File: config.mk
export PLATFORM = sky130hd
export DESIGN_NAME = flash_erase_seq
export DESIGN_NICKNAME = d
export VERILOG_FILES = /design/src/rtl/ferase_pkg.sv /design/src/rtl/ferase_div.sv /design/src/rtl/ferase_step_plan.sv /design/src/rtl/ferase_gap_timer.sv /design/src/rtl/flash_erase_seq.sv
export SDC_FILE = /design/constraint.sdc
export NUM_CORES = 1
export LEC_CHECK = 0
export CORE_MARGIN = 2
export CORE_UTILIZATION = 25
export DETAILED_ROUTE_END_ITERATION = 16
export DONT_BUFFER_PORTS = 1
export GPL_ROUTABILITY_DRIVEN = 0
export SLEW_MARGIN = 0
export SYNTH_ARGS = -nofsm -noshare
export SYNTH_HDL_FRONTEND = slang
export SYNTH_SLANG_ARGS = --single-unit
File: constraint.sdc
create_clock -name clk_i -period 3.1 [get_ports clk_i]
set_input_delay 0.465 -clock clk_i [delete_from_list [all_inputs] [get_ports clk_i]]
set_output_delay 0.465 -clock clk_i [all_outputs]
set_load 0.05 [all_outputs]
File: src/rtl/ferase_pkg.sv
package ferase_pkg;

    typedef enum logic [3:0] {
        ST_IDLE,
        ST_DIV_ADDR,
        ST_DIV_LEN,
        ST_CMD,
        ST_CMD_GAP,
        ST_POLL_OP,
        ST_POLL_RD,
        ST_POLL_END,
        ST_GAP,
        ST_END
    } seq_state_e;

    localparam logic [7:0] OPC_PAGE_ERASE  = 8'h81;
    localparam logic [7:0] OPC_BLOCK_ERASE = 8'h50;
    localparam logic [7:0] OPC_STATUS      = 8'hD7;
    localparam int         BLOCK_PAGES     = 8;
    localparam int         BLOCK_LOG2      = 3;
    localparam int         READY_BIT       = 7;
    localparam int         CMD_BYTES       = 4;

endpackage

File: src/rtl/ferase_div.sv
// Serial restoring divider: one quotient bit per cycle, W cycles per division.
module ferase_div #(
    parameter int W  = 24,
    parameter int DW = 12
) (
    input  logic          clk_i,
    input  logic          rst_ni,
    input  logic          start_i,
    input  logic [W-1:0]  dividend_i,
    input  logic [DW-1:0] divisor_i,
    output logic          done_o,
    output logic [W-1:0]  quot_o,
    output logic [W-1:0]  rem_o
);
    localparam int CW = $clog2(W + 1);

    typedef struct packed {
        logic [W-1:0]  quot;
        logic [W-1:0]  rem;
        logic [DW-1:0] dvs;
        logic [CW-1:0] cnt;
        logic          done;
    } div_t;

    div_t d, q;
    logic [W:0] trial;
    logic [W:0] dvs_ext;
    logic [W:0] diff;

    always_comb begin
        d       = q;
        d.done  = 1'b0;
        trial   = {q.rem, q.quot[W-1]};
        dvs_ext = '0;
        dvs_ext[DW-1:0] = q.dvs;
        diff    = trial - dvs_ext;
        if (start_i) begin
            d.quot = dividend_i;
            d.rem  = '0;
            d.dvs  = divisor_i;
            d.cnt  = CW'(W);
        end else if (q.cnt != '0) begin
            if (trial >= dvs_ext) begin
                d.rem  = diff[W-1:0];
                d.quot = {q.quot[W-2:0], 1'b1};
            end else begin
                d.rem  = trial[W-1:0];
                d.quot = {q.quot[W-2:0], 1'b0};
            end
            d.cnt  = q.cnt - CW'(1);
            d.done = (q.cnt == CW'(1));
        end
    end

    always_ff @(posedge clk_i or negedge rst_ni) begin
        if (!rst_ni) q <= '0;
        else         q <= d;
    end

    assign done_o = q.done;
    assign quot_o = q.quot;
    assign rem_o  = q.rem;
endmodule

File: src/rtl/ferase_step_plan.sv
// Chooses the erase kind for the current page and forms the command bytes.
module ferase_step_plan
    import ferase_pkg::*;
#(
    parameter int AW = 24,
    parameter int SW = 4
) (
    input  logic [AW-1:0] page_i,
    input  logic [AW-1:0] left_i,
    input  logic [SW-1:0] shift_i,
    output logic [7:0]    opcode_o,
    output logic [7:0]    addr_hi_o,
    output logic [7:0]    addr_mid_o,
    output logic [AW-1:0] step_o
);
    logic use_block;
    logic [15:0] addr_top;

    always_comb begin
        use_block  = (page_i[BLOCK_LOG2-1:0] == '0) && (left_i >= AW'(BLOCK_PAGES));
        opcode_o   = use_block ? OPC_BLOCK_ERASE : OPC_PAGE_ERASE;
        step_o     = use_block ? AW'(BLOCK_PAGES) : AW'(1);
        addr_top   = 16'((page_i << shift_i) >> 8);
        addr_hi_o  = addr_top[15:8];
        addr_mid_o = addr_top[7:0];
    end
endmodule

File: src/rtl/ferase_gap_timer.sv
// Down-counter that spaces status polls.
module ferase_gap_timer #(
    parameter int GW = 8
) (
    input  logic          clk_i,
    input  logic          rst_ni,
    input  logic          load_i,
    input  logic [GW-1:0] load_val_i,
    output logic          expired_o
);
    logic [GW-1:0] cnt_d, cnt_q;

    always_comb begin
        cnt_d = cnt_q;
        if (load_i)              cnt_d = load_val_i;
        else if (cnt_q != '0)    cnt_d = cnt_q - GW'(1);
    end

    always_ff @(posedge clk_i or negedge rst_ni) begin
        if (!rst_ni) cnt_q <= '0;
        else         cnt_q <= cnt_d;
    end

    assign expired_o = (cnt_q == '0);
endmodule

File: src/rtl/flash_erase_seq.sv
module flash_erase_seq
    import ferase_pkg::*;
#(
    parameter int ADDR_W  = 24,
    parameter int PSIZE_W = 12,
    parameter int SHIFT_W = 4,
    parameter int GAP_W   = 8
) (
    input  logic               clk_i,
    input  logic               rst_ni,
    input  logic               start_i,
    input  logic [ADDR_W-1:0]  start_addr_i,
    input  logic [ADDR_W-1:0]  len_i,
    input  logic [PSIZE_W-1:0] page_size_i,
    input  logic [SHIFT_W-1:0] page_shift_i,
    input  logic [GAP_W-1:0]   poll_gap_i,
    output logic               busy_o,
    output logic               done_o,
    output logic               err_o,
    output logic               spi_cs_o,
    output logic               tx_valid_o,
    output logic [7:0]         tx_data_o,
    input  logic               tx_ready_i,
    output logic               rx_req_o,
    input  logic               rx_valid_i,
    input  logic [7:0]         rx_data_i
);
    localparam int IDX_W = $clog2(CMD_BYTES);

    typedef struct packed {
        seq_state_e         st;
        logic [ADDR_W-1:0]  page;
        logic [ADDR_W-1:0]  left;
        logic [IDX_W-1:0]   idx;
        logic               bad;
        logic               rdy;
        logic [PSIZE_W-1:0] psz;
        logic [SHIFT_W-1:0] shf;
        logic [GAP_W-1:0]   gap;
    } ctl_t;

    ctl_t d, q;

    logic               div_start, div_done;
    logic [ADDR_W-1:0]  div_dividend, div_quot, div_rem;
    logic [PSIZE_W-1:0] div_divisor;
    logic               tmr_load, tmr_expired;
    logic [7:0]         plan_op, plan_hi, plan_mid, cmd_byte;
    logic [ADDR_W-1:0]  plan_step;
    logic               unused_status_bits;

    assign unused_status_bits = ^rx_data_i[6:0];

    ferase_div #(.W(ADDR_W), .DW(PSIZE_W)) div_i (
        .clk_i      (clk_i),
        .rst_ni     (rst_ni),
        .start_i    (div_start),
        .dividend_i (div_dividend),
        .divisor_i  (div_divisor),
        .done_o     (div_done),
        .quot_o     (div_quot),
        .rem_o      (div_rem)
    );

    ferase_step_plan #(.AW(ADDR_W), .SW(SHIFT_W)) plan_i (
        .page_i     (q.page),
        .left_i     (q.left),
        .shift_i    (q.shf),
        .opcode_o   (plan_op),
        .addr_hi_o  (plan_hi),
        .addr_mid_o (plan_mid),
        .step_o     (plan_step)
    );

    ferase_gap_timer #(.GW(GAP_W)) gap_i (
        .clk_i      (clk_i),
        .rst_ni     (rst_ni),
        .load_i     (tmr_load),
        .load_val_i (q.gap),
        .expired_o  (tmr_expired)
    );

    always_comb begin
        unique case (q.idx)
            IDX_W'(0): cmd_byte = plan_op;
            IDX_W'(1): cmd_byte = plan_hi;
            IDX_W'(2): cmd_byte = plan_mid;
            default:   cmd_byte = 8'h00;
        endcase
    end

    always_comb begin
        d            = q;
        div_start    = 1'b0;
        div_dividend = q.left;
        div_divisor  = q.psz;
        tmr_load     = 1'b0;
        spi_cs_o     = 1'b0;
        tx_valid_o   = 1'b0;
        tx_data_o    = OPC_STATUS;
        rx_req_o     = 1'b0;
        unique case (q.st)
            ST_IDLE: if (start_i) begin
                d.st         = ST_DIV_ADDR;
                d.left       = len_i;
                d.psz        = page_size_i;
                d.shf        = page_shift_i;
                d.gap        = poll_gap_i;
                d.bad        = 1'b0;
                div_start    = 1'b1;
                div_dividend = start_addr_i;
                div_divisor  = page_size_i;
            end
            ST_DIV_ADDR: if (div_done) begin
                d.page    = div_quot;
                d.bad     = (div_rem != '0);
                div_start = 1'b1;
                d.st      = ST_DIV_LEN;
            end
            ST_DIV_LEN: if (div_done) begin
                d.left = div_quot;
                d.bad  = q.bad || (div_rem != '0) || (q.psz == '0);
                d.idx  = '0;
                d.st   = (d.bad || div_quot == '0) ? ST_END : ST_CMD;
            end
            ST_CMD: begin
                spi_cs_o   = 1'b1;
                tx_valid_o = 1'b1;
                tx_data_o  = cmd_byte;
                if (tx_ready_i) begin
                    d.idx = q.idx + IDX_W'(1);
                    if (q.idx == IDX_W'(CMD_BYTES - 1)) d.st = ST_CMD_GAP;
                end
            end
            ST_CMD_GAP: d.st = ST_POLL_OP;
            ST_POLL_OP: begin
                spi_cs_o   = 1'b1;
                tx_valid_o = 1'b1;
                if (tx_ready_i) d.st = ST_POLL_RD;
            end
            ST_POLL_RD: begin
                spi_cs_o = 1'b1;
                rx_req_o = 1'b1;
                if (rx_valid_i) begin
                    d.rdy = rx_data_i[READY_BIT];
                    d.st  = ST_POLL_END;
                end
            end
            ST_POLL_END: begin
                if (q.rdy) begin
                    d.page = q.page + plan_step;
                    d.left = q.left - plan_step;
                    d.idx  = '0;
                    d.st   = (q.left == plan_step) ? ST_END : ST_CMD;
                end else begin
                    tmr_load = 1'b1;
                    d.st     = ST_GAP;
                end
            end
            ST_GAP: if (tmr_expired) d.st = ST_POLL_OP;
            ST_END: d.st = ST_IDLE;
            default: d.st = ST_IDLE;
        endcase
    end

    always_ff @(posedge clk_i or negedge rst_ni) begin
        if (!rst_ni) begin
            q    <= '0;
            q.st <= ST_IDLE;
        end else begin
            q <= d;
        end
    end

    assign busy_o = (q.st != ST_IDLE);
    assign done_o = (q.st == ST_END) && !q.bad;
    assign err_o  = (q.st == ST_END) && q.bad;
endmodule

# Word level (Yosys, flattened, before mapping)
# Index checks and enable logic that the tools add are counted.
[word_totals]
regBits = 154
input_bits = 85
elab_cells = 125
[classes]
shifts = 1
n_mux = 46
eq_ne = 23
add_sub_neg = 6
n_lt_le_gt_ge = 2
n_reduce_logical = 32
[op_table]
columns = ["op", "count"]
rows = [
  ["48-bit 2-to-1 mux", 2],
  ["24-bit 2-to-1 mux", 3],
  ["24-bit case mux with 3 select lines", 1],
  ["50-bit 2-to-1 mux", 1],
  ["24-bit case mux with 2 select lines", 1],
  ["4-bit 2-to-1 mux", 11],
  ["4-bit case mux with 9 select lines", 1],
  ["8-bit 2-to-1 mux", 4],
  ["28-bit 2-to-1 mux", 1],
  ["27-bit 2-to-1 mux", 1],
  ["25-bit by 12-bit >= comparator with 1-bit output", 1],
  ["25-bit 2-to-1 mux", 1],
  ["24-bit adder", 1],
  ["24-bit == test", 1],
  ["24-bit by 4-bit >= comparator with 1-bit output, second input constant", 1],
  ["24-bit logical NOT", 1],
  ["12-bit 2-to-1 mux", 2],
  ["8-bit case mux with 3 select lines", 1],
  ["24-bit nonzero test", 1],
  ["24-bit by 4-bit << shifter with 24-bit output", 1],
  ["24-bit by 12-bit subtractor with 24-bit output", 1],
  ["24-bit subtractor", 1],
  ["4-bit by 3-bit == test with 1-bit output, second input constant", 4],
  ["12-bit logical NOT", 1],
  ["36 further kinds", 66],
]

# Logic depth before layout (Yosys ltp)
[depth]
ltp_word = 7
ltp_mapped = 13

# By module
# Synthesis repeated with hierarchy kept, for this count alone.
[unflattened]
cells_unflattened = 1527
area_unflattened_um2 = 13456.7
[by_module_without_submodules]
columns = ["module", "cells_per_inst", "n_inst", "seq_area_each_um2", "area_each_um2"]
rows = [
  ["flash_erase_seq", 873, 1, 2001.9, 7363.3],
  ["ferase_div", 451, 1, 1651.6, 4149.0],
  ["ferase_step_plan", 149, 1, 0.0, 1467.7],
  ["ferase_gap_timer", 54, 1, 200.2, 476.7],
]

# Worst setup path before layout
# Ideal clock, no wire load.
[synth_path]
path_type = "reg2out"
from = "reg q[37] in the netlist's numbering"
to = "out tx_data_o[6]"
slack_ns = -0.619
t_arrival_ns = 3.254
stages_incl_launch_ff = 7
path_cell_list = "dfrtp_1 > clkbuf_1 > nor4_2 > nand4b_1 > nor4b_1 > or4_1 > o311ai_0"
[synth_via]
elab_chain_len = 5
[synth_lines]
columns = ["item", "line", "text"]
rows = [
  ["start: declaration", "flash_erase_seq.sv:42", "ctl_t d, q;"],
  ["24-bit by 4-bit >= comparator with 1-bit output", "ferase_step_plan.sv:20", "use_block = (page_i[BLOCK_LOG2-1:0] == '0) && (left_i >= AW'(BLOCK_PAGES));"],
  ["1-bit logical AND", "ferase_step_plan.sv:20", ""],
  ["8-bit 2-to-1 mux", "ferase_step_plan.sv:21", "opcode_o = use_block ? OPC_BLOCK_ERASE : OPC_PAGE_ERASE;"],
  ["8-bit case mux with 3 select lines", "flash_erase_seq.sv:84", "unique case (q.idx)"],
  ["8-bit 2-to-1 mux", "flash_erase_seq.sv:102", "unique case (q.st)"],
  ["end: declaration", "flash_erase_seq.sv:22", "output logic [7:0] tx_data_o,"],
]
# No other way between the ends.

# Worst setup path after layout
[layout_path]
from = "reg q[37] in the netlist's numbering"
to = "out tx_data_o[4]"
# Same word-level chain as after synthesis.

==> run_results.csv <==
group,metric,value,unit
floorplanning,start_util,25.4,%
logic_synthesis,syn-cell-area,10400,um2
logic_synthesis,syn_nets,1347,
detailed_routing,dr_total_vias,9826,
clock_tree,tritoncts,"built",
floorplanning,placementRows,74,
global_route,grt_pass1_vias,9336,
sta,slew_headroom,54.8,%
clock_tree,cts_buffers,17,
sta,worst_pin_slew,0.677,ns
logic_synthesis,async_flop_share,100,%
logic_synthesis,ys_top_cells_by_count,"nand2_1, dfrtp_1, o21ai_0",
cells_and_area,fillerInstances,4234,
sta,holdWs,-0.279,ns
logic_synthesis,syn-mean-instance-area,8.45,um2
cells_and_area,syn_to_final_growth,22.9,%
cells_and_area,fin_util,31.3,%
pwr,leakage,5.31,nW
detailed_routing,vias_per_cell,5.35,
logic_synthesis,synth_most_common_cell,"nand2_1",
floorplanning,core_area,41000,um2
sta,hold_violations,154,
sta,setup_viol,15,
cells_and_area,fin_nets,1400,
place,dp_slack,-0.280,ns
sta,finalClockSkew,0.0138,ns
logic_synthesis,syn_inst,1235,
status,violations,"negative hold slack, negative setup slack",
global_route,grt_usage,15.2,%
logic_synthesis,synth_top_area_share,36.9,%
worst_setup_path,slowest_delay,0.42,ns
logic_synthesis,yosysSeqAreaShare,36.9,%
sta,fin_crit_sh,104,%
clock_tree,htree_num_levels,4,
clock_tree,clock_latency,0.45,ns
logic_synthesis,ys.flop_type,"dfrtp_1",
global_route,antenna_found_initial,11,
floorplanning,die_height,208,um
detailed_routing,finalWirelength,33400,um
place,dpl.hpwl,23700,um
worst_setup_path,cp-end-kind,"output pin",
sta,setup_ws,-0.118,ns
worst_setup_path,cpMaxStageDelayCell,"dfrtp_1",
worst_setup_path,cp_cell_sequence,"nor4_4 > nand4b_1 > nor4b_2 > or4_4 > inv_4 > buf_6 > a22oi_2 > o221ai_1 > buf_4",
worst_setup_path,path_max_fanout,4,
logic_synthesis,synth_edf_count,0,
sta,grt_setup_unrepaired,"yes",
pwr,power_density,1170,nW/um2
pwr,p_total,0.0150,W
worst_setup_path,cp.arrival,2.75,ns
clock_tree,clock-sinks,154,
global_route,grt_start_max_net_pins,155,
detailed_routing,drt_iter0_drc,671,
worst_setup_path,critPathRequiredTime,2.63,ns
clock_tree,cts.path.max_buffers,2,
logic_synthesis,synth-seq-cells,154,
floorplanning,die_w,208,um
detailed_routing,detail-route-antenna-nets,0,
logic_synthesis,synth.area.top_cells,"dfrtp_1, nand2_1, o21ai_0, mux4_2, a21oi_1",
logic_synthesis,ys_warn_count,0,
clock_tree,root_buffer,"clkbuf_16",
cells_and_area,fin_area,12800,um2
sta,maxSlewViolCount,0,
place,io_buffers,0,
pwr,ir_drop,0.617,mV
cells_and_area,layout-drive-gt1-share,20.0,%
worst_setup_path,critPathKind,"reg2out",
detailed_routing,dr.pass1.iters,5,
job,cap_viol_max_count,0,
sta,fin_crit,3.22,ns
floorplanning,fp.dieArea,43400,um2
worst_setup_path,start_kind,"register",
worst_hold_path,hold_class,"in2async",
detailed_routing,wire_per_inst,18.2,um
clock_tree,clk_transition_reported_paths,0.07,ns
status,status,"complete, but fails checks",
place,placed_area,11700,um2
logic_synthesis,synth.distinct_cells,84,
floorplanning,num_io_pins,99,
global_route,grt_pass1_wl,52100,um
logic_synthesis,synth_top_cell_by_area,"dfrtp_1",
detailed_routing,drc_errors,0,
global_route,grt_overflow_total,0,
sta,fmax,311,MHz
==> metal layers <==
| metal | wire, um | track usage [%] | up-vias |
|---|---|---|---|
| met4 | 881 | 6.20 | 12 |
| met5 | 67 | 0 | - |
| li1 | - | - | 4688 |
| met3 | 2240 | 4.65 | 53 |
| met1 | 15000 | 19.7 | 4813 |
| met2 | 15200 | 23.3 | 260 |
==> worst paths after layout <==
check / from / end / cells past startpoint / slack, ns
setup / recovery: q[37] / tx_data_o[4] / 9 / -0.12
min in group clk_i: page_shift_i[1] / q[9] / 2 / 0.13
hold / removal: rst_ni / div_i.rem_o[15] / 0 / -0.28
setup reg to reg: q[37] / q[73] / 11 / -0.10
hold reg to reg: q[7] / q[7] / 2 / 0.48
max in group asynchronous: rst_ni / q[8] / 0 / 3.04
==> stage by stage <==
stage	std cells	setup TNS, ns
4_1_cts	1824	-0.0143
3_5_place_dp	1787	-2.65
6_report	1838	-0.706
5_1_grt	1835	-5.33
2_1_floorplan	1235	-0.0264
3_3_place_gp	1787	-2.12
==> logic make-up (layout without fill, tap and decap cells) <==
group	Yosys count	after routing	synth area share, %
other cells	0	5	0
flops	154	154	36.9
buf+inv	118	184	4.38
fa+ha+maj	27	27	3.31
mux	65	65	8.78
simple gates	465	465	21.2
compound gates	392	392	24.3
xor+xnor	14	14	1.17
==> layout by cell type, fill, tap and decap left out, types with 11 or more instances in the layout <==
master	netlist	final
a31oi_1	24	24
and3_1	13	12
a21oi_1	74	72
a211oi_1	24	23
o21ai_0	128	99
or3_1	15	14
nor3_1	17	14
nand2_1	204	198
buf_4	1	101
clkbuf_16	0	18
o21ai_1	3	28
inv_1	34	33
nor4_1	24	18
ha_1	26	22
nand3_1	29	26
mux2i_1	36	35
o31ai_1	11	11
nor2_1	90	81
nand2b_1	13	11
dfrtp_1	154	153
o22ai_1	17	17
a21o_1	22	22
or4_1	13	12
mux4_2	20	20
==> critical path, delay by kind of cell, from the launching register on <==
family / cells / cell delay [ns]
flops: 1 / 0.42
compound gates: 2 / 0.29
buf+inv: 3 / 0.39
simple gates: 4 / 1.20
==> flip-flops by register name, summed over array words and instances, names as in the netlist <==
name	flops
q	80
div_i.quot_o	24
div_i.rem_o	24
div_i.dvs_ext	12
gap_i.cnt_q	8
div_i.q	5
div_i.done_o	1
==> power by group <==
group | total, W | switching [W] | internal [W]
Clock | 0.00205 | 0.000971 | 0.00108
Combinational | 0.00851 | 0.00461 | 0.00390
Sequential | 0.00441 | 0.00138 | 0.00303
==> final cells by class <==
type                    instances  area [um2]  area share [%]
multi-input cells             963        6550            51.0
flip-flops and latches        154        3850            30.1
repair buffers                117        1040            8.14
well taps                     532         666            5.19
clock buffers                  18         439            3.42
inverters                      35         134            1.04
clock inverters                14         129            1.00
diodes                          5        12.5          0.0976
==> what timing repair did <==
action / CTS / global route
cloned: 1 / 1
resized for setup: 17 / 83
pin swaps: 2 / 31
buffers inserted: 4 / 10
endpoints found under the setup margin: 38 / 46
endpoints found under the hold margin: 154 / 154
Power figures use the tool's default switching activity.
